<file path="src/rtl/dring_pkg.sv">
package dring_pkg;
    localparam int WORD_W     = 32;
    localparam int DESC_WORDS = 4;
    localparam int DESC_BYTES = DESC_WORDS * WORD_W / 8;
    localparam int LEN_W      = 16;
    localparam int FLG_OWN    = 0;
    localparam int FLG_BYP    = 2;
    localparam int FLG_IOC    = 7;
    localparam int EXT_ZLP    = 5;
    localparam logic [7:0] CSUM_GOOD = 8'hFF;

    typedef enum logic [2:0] {
        ST_IDLE, ST_FETCH, ST_CHECK, ST_XFER, ST_WB_LEN, ST_WB_FLAG, ST_NEXT
    } dr_state_e;

    typedef struct packed {
        logic [7:0]        flag;
        logic [WORD_W-1:0] next_ptr;
        logic [WORD_W-1:0] buf_addr;
        logic [LEN_W-1:0]  len;
        logic              zlp;
        logic              own;
        logic              byp;
        logic              ioc;
    } dr_desc_t;
endpackage

</file>
<file path="src/rtl/dring_csum.sv">
module dring_csum #(
    parameter int NBYTES = 16
) (
    input  logic [NBYTES*8-1:0] blob,
    output logic [7:0]          sum
);
    logic [7:0] part [NBYTES+1];

    assign part[0] = 8'h00;
    for (genvar g = 0; g < NBYTES; g++) begin : g_add
        assign part[g+1] = part[g] + blob[g*8 +: 8];
    end
    assign sum = part[NBYTES];
endmodule

</file>
<file path="src/rtl/dring_decode.sv">
module dring_decode
    import dring_pkg::*;
(
    input  logic [DESC_WORDS*WORD_W-1:0] blob,
    input  logic                         is_rx,
    output dr_desc_t                     desc
);
    logic [WORD_W-1:0] w0, w1, w2, w3;

    assign w0 = blob[0*WORD_W +: WORD_W];
    assign w1 = blob[1*WORD_W +: WORD_W];
    assign w2 = blob[2*WORD_W +: WORD_W];
    assign w3 = blob[3*WORD_W +: WORD_W];

    always_comb begin
        desc.flag     = w0[7:0];
        desc.next_ptr = w1;
        desc.buf_addr = w2;
        desc.len      = is_rx ? w0[31:16] : w3[15:0];
        desc.zlp      = !is_rx && w3[24 + EXT_ZLP];
        desc.own      = w0[FLG_OWN];
        desc.byp      = w0[FLG_BYP];
        desc.ioc      = w0[FLG_IOC];
    end
endmodule

</file>
<file path="src/rtl/dring_queue_engine.sv">
module dring_queue_engine
    import dring_pkg::*;
(
    input  logic              clk,
    input  logic              rst_n,
    input  logic [WORD_W-1:0] cfg_start_addr,
    input  logic              cfg_rx,
    input  logic              csum_en,
    input  logic              ctl_start,
    input  logic              ctl_resume,
    input  logic              ctl_stop,
    output logic              mem_req,
    output logic              mem_we,
    output logic [WORD_W-1:0] mem_addr,
    output logic [WORD_W-1:0] mem_wdata,
    output logic [3:0]        mem_be,
    input  logic              mem_ack,
    input  logic [WORD_W-1:0] mem_rdata,
    output logic              xfer_req,
    output logic [WORD_W-1:0] xfer_addr,
    output logic [LEN_W-1:0]  xfer_len,
    output logic              xfer_zlp,
    input  logic              xfer_done,
    input  logic [LEN_W-1:0]  xfer_act_len,
    output logic              irq_done,
    output logic              irq_csum,
    output logic              active
);
    localparam int CNT_W  = $clog2(DESC_WORDS);
    localparam int BLOB_W = DESC_WORDS * WORD_W;

    dr_state_e          st_q, st_d;
    logic [WORD_W-1:0]  ptr_q;
    logic [CNT_W-1:0]   wcnt_q;
    logic [BLOB_W-1:0]  blob_q;
    logic [LEN_W-1:0]   alen_q;
    logic               stop_q;
    logic               irq_done_q, irq_csum_q;
    logic [7:0]         sum;
    logic               csum_bad;
    logic               last_word;
    dr_desc_t           desc;

    dring_csum #(.NBYTES(DESC_BYTES)) u_csum (.blob(blob_q), .sum(sum));
    dring_decode u_dec (.blob(blob_q), .is_rx(cfg_rx), .desc(desc));

    assign csum_bad  = csum_en && (sum != CSUM_GOOD);
    assign last_word = (wcnt_q == CNT_W'(DESC_WORDS - 1));

    // next-state logic
    always_comb begin
        st_d = st_q;
        unique case (st_q)
            ST_IDLE:    if (ctl_start || ctl_resume) st_d = ST_FETCH;
            ST_FETCH:   if (mem_ack && last_word) st_d = ST_CHECK;
            ST_CHECK: begin
                if (!desc.own || csum_bad) st_d = ST_IDLE;
                else if (desc.byp)         st_d = ST_NEXT;
                else                       st_d = ST_XFER;
            end
            ST_XFER:    if (xfer_done) st_d = cfg_rx ? ST_WB_LEN : ST_WB_FLAG;
            ST_WB_LEN:  if (mem_ack) st_d = ST_WB_FLAG;
            ST_WB_FLAG: if (mem_ack) st_d = ST_NEXT;
            ST_NEXT:    st_d = (stop_q || ctl_stop) ? ST_IDLE : ST_FETCH;
            default:    st_d = ST_IDLE;
        endcase
    end

    // state register
    always_ff @(posedge clk) begin
        if (!rst_n) st_q <= ST_IDLE;
        else        st_q <= st_d;
    end

    // datapath registers
    always_ff @(posedge clk) begin
        if (!rst_n) begin
            ptr_q      <= '0;
            wcnt_q     <= '0;
            blob_q     <= '0;
            alen_q     <= '0;
            stop_q     <= 1'b0;
            irq_done_q <= 1'b0;
            irq_csum_q <= 1'b0;
        end else begin
            irq_done_q <= 1'b0;
            irq_csum_q <= 1'b0;
            if (st_q == ST_IDLE) begin
                stop_q <= 1'b0;
                wcnt_q <= '0;
                if (ctl_start) ptr_q <= cfg_start_addr;
            end else if (ctl_stop) begin
                stop_q <= 1'b1;
            end
            if (st_q == ST_FETCH && mem_ack) begin
                blob_q[{wcnt_q, 5'b0} +: WORD_W] <= mem_rdata;
                wcnt_q <= wcnt_q + 1'b1;
            end
            if (st_q == ST_CHECK && desc.own && csum_bad) irq_csum_q <= 1'b1;
            if (st_q == ST_XFER && xfer_done) alen_q <= xfer_act_len;
            if (st_q == ST_WB_FLAG && mem_ack) irq_done_q <= desc.ioc;
            if (st_q == ST_NEXT) begin
                ptr_q  <= desc.next_ptr;
                wcnt_q <= '0;
            end
        end
    end

    // outputs
    always_comb begin
        mem_req   = 1'b0;
        mem_we    = 1'b0;
        mem_addr  = ptr_q;
        mem_wdata = '0;
        mem_be    = 4'b0000;
        unique case (st_q)
            ST_FETCH: begin
                mem_req  = 1'b1;
                mem_addr = ptr_q + {{(WORD_W-CNT_W-2){1'b0}}, wcnt_q, 2'b00};
            end
            ST_WB_LEN: begin
                mem_req   = 1'b1;
                mem_we    = 1'b1;
                mem_addr  = ptr_q + WORD_W'(12);
                mem_wdata = {{(WORD_W-LEN_W){1'b0}}, alen_q};
                mem_be    = 4'b0011;
            end
            ST_WB_FLAG: begin
                mem_req   = 1'b1;
                mem_we    = 1'b1;
                mem_wdata = {24'h0, desc.flag & ~8'(1 << FLG_OWN)};
                mem_be    = 4'b0001;
            end
            default: ;
        endcase
    end

    assign xfer_req  = (st_q == ST_XFER);
    assign xfer_addr = desc.buf_addr;
    assign xfer_len  = desc.len;
    assign xfer_zlp  = desc.zlp;
    assign irq_done  = irq_done_q;
    assign irq_csum  = irq_csum_q;
    assign active    = (st_q != ST_IDLE);

    a_r10_mem_hold: assert property (@(posedge clk) disable iff (!rst_n)
        mem_req && !mem_ack |=> mem_req && $stable(mem_addr) && $stable(mem_we));
    a_r10_xfer_hold: assert property (@(posedge clk) disable iff (!rst_n)
        xfer_req && !xfer_done |=> xfer_req);
    a_r7_irq_after_flag: assert property (@(posedge clk) disable iff (!rst_n)
        irq_done |-> $past(mem_ack && mem_we && mem_be == 4'b0001));
    a_r4_csum_halts: assert property (@(posedge clk) disable iff (!rst_n)
        irq_csum |-> !active && !irq_done);
    a_r6_len_write_rx: assert property (@(posedge clk) disable iff (!rst_n)
        mem_req && mem_we && mem_be == 4'b0011 |-> cfg_rx);
    a_r5_zlp_tx_only: assert property (@(posedge clk) disable iff (!rst_n)
        xfer_zlp && xfer_req |-> !cfg_rx);
endmodule

</file>
<file path="config.mk">
export PLATFORM = sky130hd
export DESIGN_NAME = dring_queue_engine
export DESIGN_NICKNAME = d
export VERILOG_FILES = /design/src/rtl/dring_pkg.sv /design/src/rtl/dring_csum.sv /design/src/rtl/dring_decode.sv /design/src/rtl/dring_queue_engine.sv
export SDC_FILE = /design/constraint.sdc
export NUM_CORES = 1
export LEC_CHECK = 0
export ABC_AREA = 1
export BUFFER_PORTS_ARGS = -buffer_cell sky130_fd_sc_hd__buf_2
export CAP_MARGIN = 20
export CORE_MARGIN = 8
export CORE_UTILIZATION = 57
export DETAILED_ROUTE_END_ITERATION = 12
export GPL_ROUTABILITY_DRIVEN = 0
export MAX_ROUTING_LAYER = met4
export PLACE_DENSITY = 0.88
export SETUP_SLACK_MARGIN = 0.05
export SLEW_MARGIN = 10
export SYNTH_ARGS = -nofsm -noshare
export SYNTH_HDL_FRONTEND = slang
export SYNTH_SLANG_ARGS = --single-unit
</file>
<file path="constraint.sdc">
create_clock -name clk -period 5.97 [get_ports clk]
set_clock_uncertainty 0.05 [all_clocks]
set_input_delay 0.8955 -clock clk [delete_from_list [all_inputs] [get_ports clk]]
set_output_delay 0.8955 -clock clk [all_outputs]
set_load 0.1 [all_outputs]
</file>
* Word-level counts from Yosys, hierarchy flattened *
Index checks and enable logic that the tools add are counted.

word-level totals
  output and inout port bits = 123
  bits of input ports = 89
  register bits = 184

cells by class
  multiplexer cells = 23
  shift-type cells = 2
  eq/ne operators = 13
  add/subtract/negate cells = 19
  bitwise gates (word level) = 1
  reductions and logical operators = 25

operators with widths
  cell                        number
  $bwmux W128                 1
  $shift A32 B9 Y128 const A  1
  $shiftx A32 B9 Y128         1
  $add A8 B8 Y8               15
  $mux W32                    3
  $pmux W32 S2                1
  $add A32 B4 Y32             1
  $add A32 B4 Y32 const B     1
  $pmux W16 S2                1
  $mux W3                     7
  $pmux W3 S7                 1
  $mux W16                    1
  $eq A3 B3 Y1 const B        3
  $neg A7 Y9                  1
  $logic_and A1 B1 Y1         8
  $ne A2 B2 Y1 const B        4
  $ne A8 B8 Y1 const B        1
  $eq A3 B2 Y1 const B        2
  $reduce_bool A2 Y1          3
  $reduce_or A2 Y1            3
  $mux W1                     5
  $reduce_and A5 Y1           1
  $mux W2                     2
  $pmux W2 S2                 1
  11 further kinds            15

* Longest topological paths before layout *
  depth in word-level cells = 20
  depth in mapped cells = 29
  gate-level depth less buffers = 29

* Modules after synthesis *
Synthesis repeated with hierarchy kept, for this count alone.

unflattened totals
  cells, all modules = 1,689
  area, all modules = 12,497.0 um2

modules (own cells, without submodules)
  module              times used  area an instance (um2)  sequential area each (um2)  cells an instance
  dring_queue_engine  1           8,759.7                 3,683.5                     1,236
  dring_csum          1           2,922.8                 0.0                         324
  dring_decode        1           814.5                   0.0                         129

* Worst setup path after synthesis *
OpenSTA, ideal clock, no wires.

  path kind = register -> output
  from = register st_q[2]
  to = output port mem_addr[28]
  cell stages (with the launch flop) = 17
  setup slack = 0.426 ns
  data required time = 5.024 ns
  arrival time = 4.598 ns
  buffers on the path = 1
  cell sequence = dfxtp_1 inv_2 nor2_4 clkinv_1 clkbuf_1 nand2_1 ha_1 fa_1 nand2_2 nor3_4 and3_4 nand2_4 nor2_4 nand3_4 nor3_4 nand2_1 xnor2_1

on the way
  longest elaborated chain between the ends = 2
  elaborated cells on any way between the ends = 3
  classes of those cells = 2 x eq/ne; 1 x mux

ends and longest elaborated chain
  item                                          RTL line                   text
  start: declaration                            dring_queue_engine.sv:32   dr_state_e st_q, st_d;
  start signal: assignment                      dring_queue_engine.sv:72   else st_q <= st_d;
  $eq A3 B3 Y1 or $eq A3 B1 Y1 (tied branches)  dring_queue_engine.sv:116  unique case (st_q)
  $pmux W32 S2 (*)                              dring_queue_engine.sv:116
  end: declaration                              dring_queue_engine.sv:14   output logic [WORD_W-1:0] mem_addr,

Every way passes the cells marked *; elsewhere a longest branch is shown, timed or not.

* Worst setup path in the final report *
  from = register blob_q[74]
  to = register st_q[2]

on the way
  longest elaborated chain between the ends = 12

ends and longest elaborated chain
  item                              RTL line                  text
  start: declaration                dring_queue_engine.sv:35  logic [BLOB_W-1:0] blob_q;
  start signal: indexed assignment  dring_queue_engine.sv:96  blob_q[{wcnt_q, 5'b0} +: WORD_W] <= mem_rdata;
  $add A8 B8 Y8 (7 in a row)        dring_csum.sv:11          assign part[g+1] = part[g] + blob[g*8 +: 8];
  $ne A8 B8 Y1                      dring_queue_engine.sv:47  assign csum_bad = csum_en && (sum != CSUM_GOOD);
  $logic_and A1 B1 Y1               dring_queue_engine.sv:47
  $logic_or A1 B1 Y1                dring_queue_engine.sv:57  if (!desc.own || csum_bad) st_d = ST_IDLE;
  $mux W3                           dring_queue_engine.sv:57
  $pmux W3 S7                       dring_queue_engine.sv:53  unique case (st_q)

No other way between the ends.
A chain may end at the register's enable or synchronous reset.

==> qor.yml <==
dpl.cell_count: 1881
fp.dieH_um: 158
status: "complete, no violations"
tns_ns: 0
worstPathRequired_ns: 6.29
slew_headroom_pct: 29.9
syn_to_final_growth_pct: 11.6
grt.total_usage_pct: 29.6
yosys_warnings: 0
port-buffer-count: 193
place.detailed.hpwl_um: 26300
cp-start-kind: "flop"
drc_errors: 0
setup_viol: 0
drv_slew: 0
power_density_mw_per_mm2: 370
yosysSeqAreaShare_pct: 31.8
criticalPathCategory: "reg2reg"
dr.first_iter.drc_count: 1260
vias_per_cell: 5.71
p_leak_nw: 5.77
hp-class: "reg2reg"
cts-root-buf: "clkbuf_16"
end_kind: "flop"
antenna_found_initial: 1
ctsHoldBuffers: 0
ios: 212
initial_core_util_pct: 57.5
critPathMaxFanout: 4
finalHoldViolations: 0
clkSlewWorstSetupHoldPaths_ns: 0.07
coreArea_mm2: 0.0201
cts.htree.levels: 4
fmax_ghz: 0.175
netlist_instances: 1521
row_count: 52
peakVddDrop_mv: 0.240
num_vias: 10942
synth_cell_type_count: 37
arrival_ns: 6.04
avgRoutedWirePerCell_um: 18.7
fin_util_pct: 64.2
rsz0062_at_grt: "false"
clk_path_buf_depth: 2
dieArea_mm2: 0.0251
ys_ff_latch: 184
grt_pass1_vias: 10668
insertion_delay_ns: 0.44
avgSynthCellArea_um2: 7.61
overflow: 0
max_cap_violations: 0
cts_tree: "yes"
final_nets: 1829
period_share_pct: 95.8
grt_pass1_wl_um: 55700
final_cells: 1915
worstMarginPinSlew_ns: 1.05
syn_area_mm2: 0.0116
cts_num_sinks: 184
p_total_w: 0.00478
first_pass_iters: 8
routed_wl_um: 35900
grt_max_degree: 87
die-width_um: 158
ant_nets: 0
fin_crit_ns: 5.72
cts_buffers: 17
drive_gt1_share_pct: 15.9
metrics by stage:
step	cell area [µm²]	worst slack [ns]	hold WS, ns
final	12900	0.252	0.398
after global routing	12900	0.00288	0.420
after CTS	12900	0.120	0.400
after detailed placement	12300	0.200	0.390
after global placement	12300	0.305	0.383
after floorplan	11600	0.426	0.375
report_power, final:
group | internal [W] | switching (W) | leakage, nW
registers | 0.00138 | 0.000157 | 1.49
clock network | 0.000542 | 0.000502 | 0.246
logic | 0.000526 | 0.00167 | 4.03
cell type report:
type | count | area (µm²)
Tap cell | 270 | 338
Clock inverter | 10 | 75.1
Fill cell | 1654 | 7190
Inverter | 272 | 1020
Timing Repair Buffer | 206 | 1080
Antenna cell | 1 | 2.50
Clock buffer | 21 | 450
Sequential cell | 184 | 3680
Multi-Input combinational cell | 951 | 6260
placed cells by master (no fill, tap or decap), types with 42 or more instances in the layout:
| master | count |
|---|---|
| inv_1 | 260 |
| dfxtp_1 | 184 |
| nor2_1 | 85 |
| nand3_1 | 67 |
| a21oi_1 | 130 |
| o21ai_0 | 101 |
| fa_1 | 87 |
| a211oi_1 | 42 |
| nand2_1 | 237 |
| buf_2 | 193 |
| a31oi_1 | 67 |
synth_stat cells, drive strengths merged:
cell | count | share of area (%)
inv | 267 | 8.7
or2 | 1 | 0.054
conb | 1 | 0.032
buf | 57 | 3.6
o22ai | 6 | 0.32
and3 | 1 | 0.097
xor2 | 19 | 1.4
xnor2 | 15 | 1.1
clkbuf | 74 | 2.4
a21oi | 130 | 5.6
nand3b | 3 | 0.19
a221oi | 1 | 0.076
nor3 | 15 | 0.89
a31oi | 67 | 3.6
nand3 | 68 | 3.1
ha | 20 | 2.2
nor4 | 2 | 0.11
nand4 | 13 | 0.70
nand2 | 241 | 7.9
o211ai | 1 | 0.065
fa | 88 | 15
o21ai | 101 | 4.4
clkinv | 5 | 0.17
a211oi | 42 | 2.7
dfxtp | 184 | 32
or3 | 7 | 0.38
nor2 | 92 | 3.2
kinds of logic (layout without fill, tap and decap cells):
family | count (synthesis) | in the layout | share of synthesized area (%)
adders and majority gates | 108 | 108 | 17.4
buffers and inverters | 403 | 509 | 14.8
xor gates and xnor gates | 34 | 34 | 2.57
and+or+nand+nor | 443 | 443 | 16.5
other | 1 | 19 | 0.0324
DFF | 184 | 184 | 31.8
AOI/OAI and AO/OA | 348 | 348 | 16.8
state kept, by name, summed over array words and instances (netlist names):
name,flops
st_q,3
stop_q,1
alen_q,16
blob_q,128
irq_done,1
ptr_q,32
wcnt_q,2
irq_csum,1
repair_timing:
item / in CTS / in global routing
buffers inserted: 0 / 1
resized for setup: 0 / 4
setup endpoints to repair: 0 / 4
worst paths after layout:
kind              slack [ns]                     end  cells after the start                    start
setup / recovery        0.25    st_q[2]$_SDFFE_PN0P_                     21  blob_q[74]$_SDFFE_PN0P_
hold / removal          0.40  alen_q[7]$_SDFFE_PN0P_                      2   alen_q[7]$_SDFFE_PN0P_
setup reg to reg        0.25    st_q[2]$_SDFFE_PN0P_                     21  blob_q[74]$_SDFFE_PN0P_
hold reg to reg         0.40  alen_q[7]$_SDFFE_PN0P_                      2   alen_q[7]$_SDFFE_PN0P_
critical path: stages, from the launching register on:
cell and delay, ns:
dfxtp_1 0.34, fa_1 0.53, inv_1 0.06, fa_1 0.52, inv_1 0.07, fa_1 0.51
inv_1 0.07, fa_1 0.47, fa_1 0.55, inv_1 0.06, fa_1 0.48, ha_2 0.22
fa_2 0.53, nand4_1 0.09, or2_2 0.33, nor4_2 0.14, nand3_1 0.16, nand2_2 0.14
nand3_1 0.09, nand2_1 0.08, nand2_1 0.05, a21oi_1 0.12
per-layer routing:
metal	share of wire, %	GRT usage (%)	vias up
met2	46	45.7	657
li1	-	-	5020
met1	37	35.5	5094
met4	6.2	17.5	0
met5	0	-	-
met3	10	6.11	171
Power figures use the tool's default switching activity.
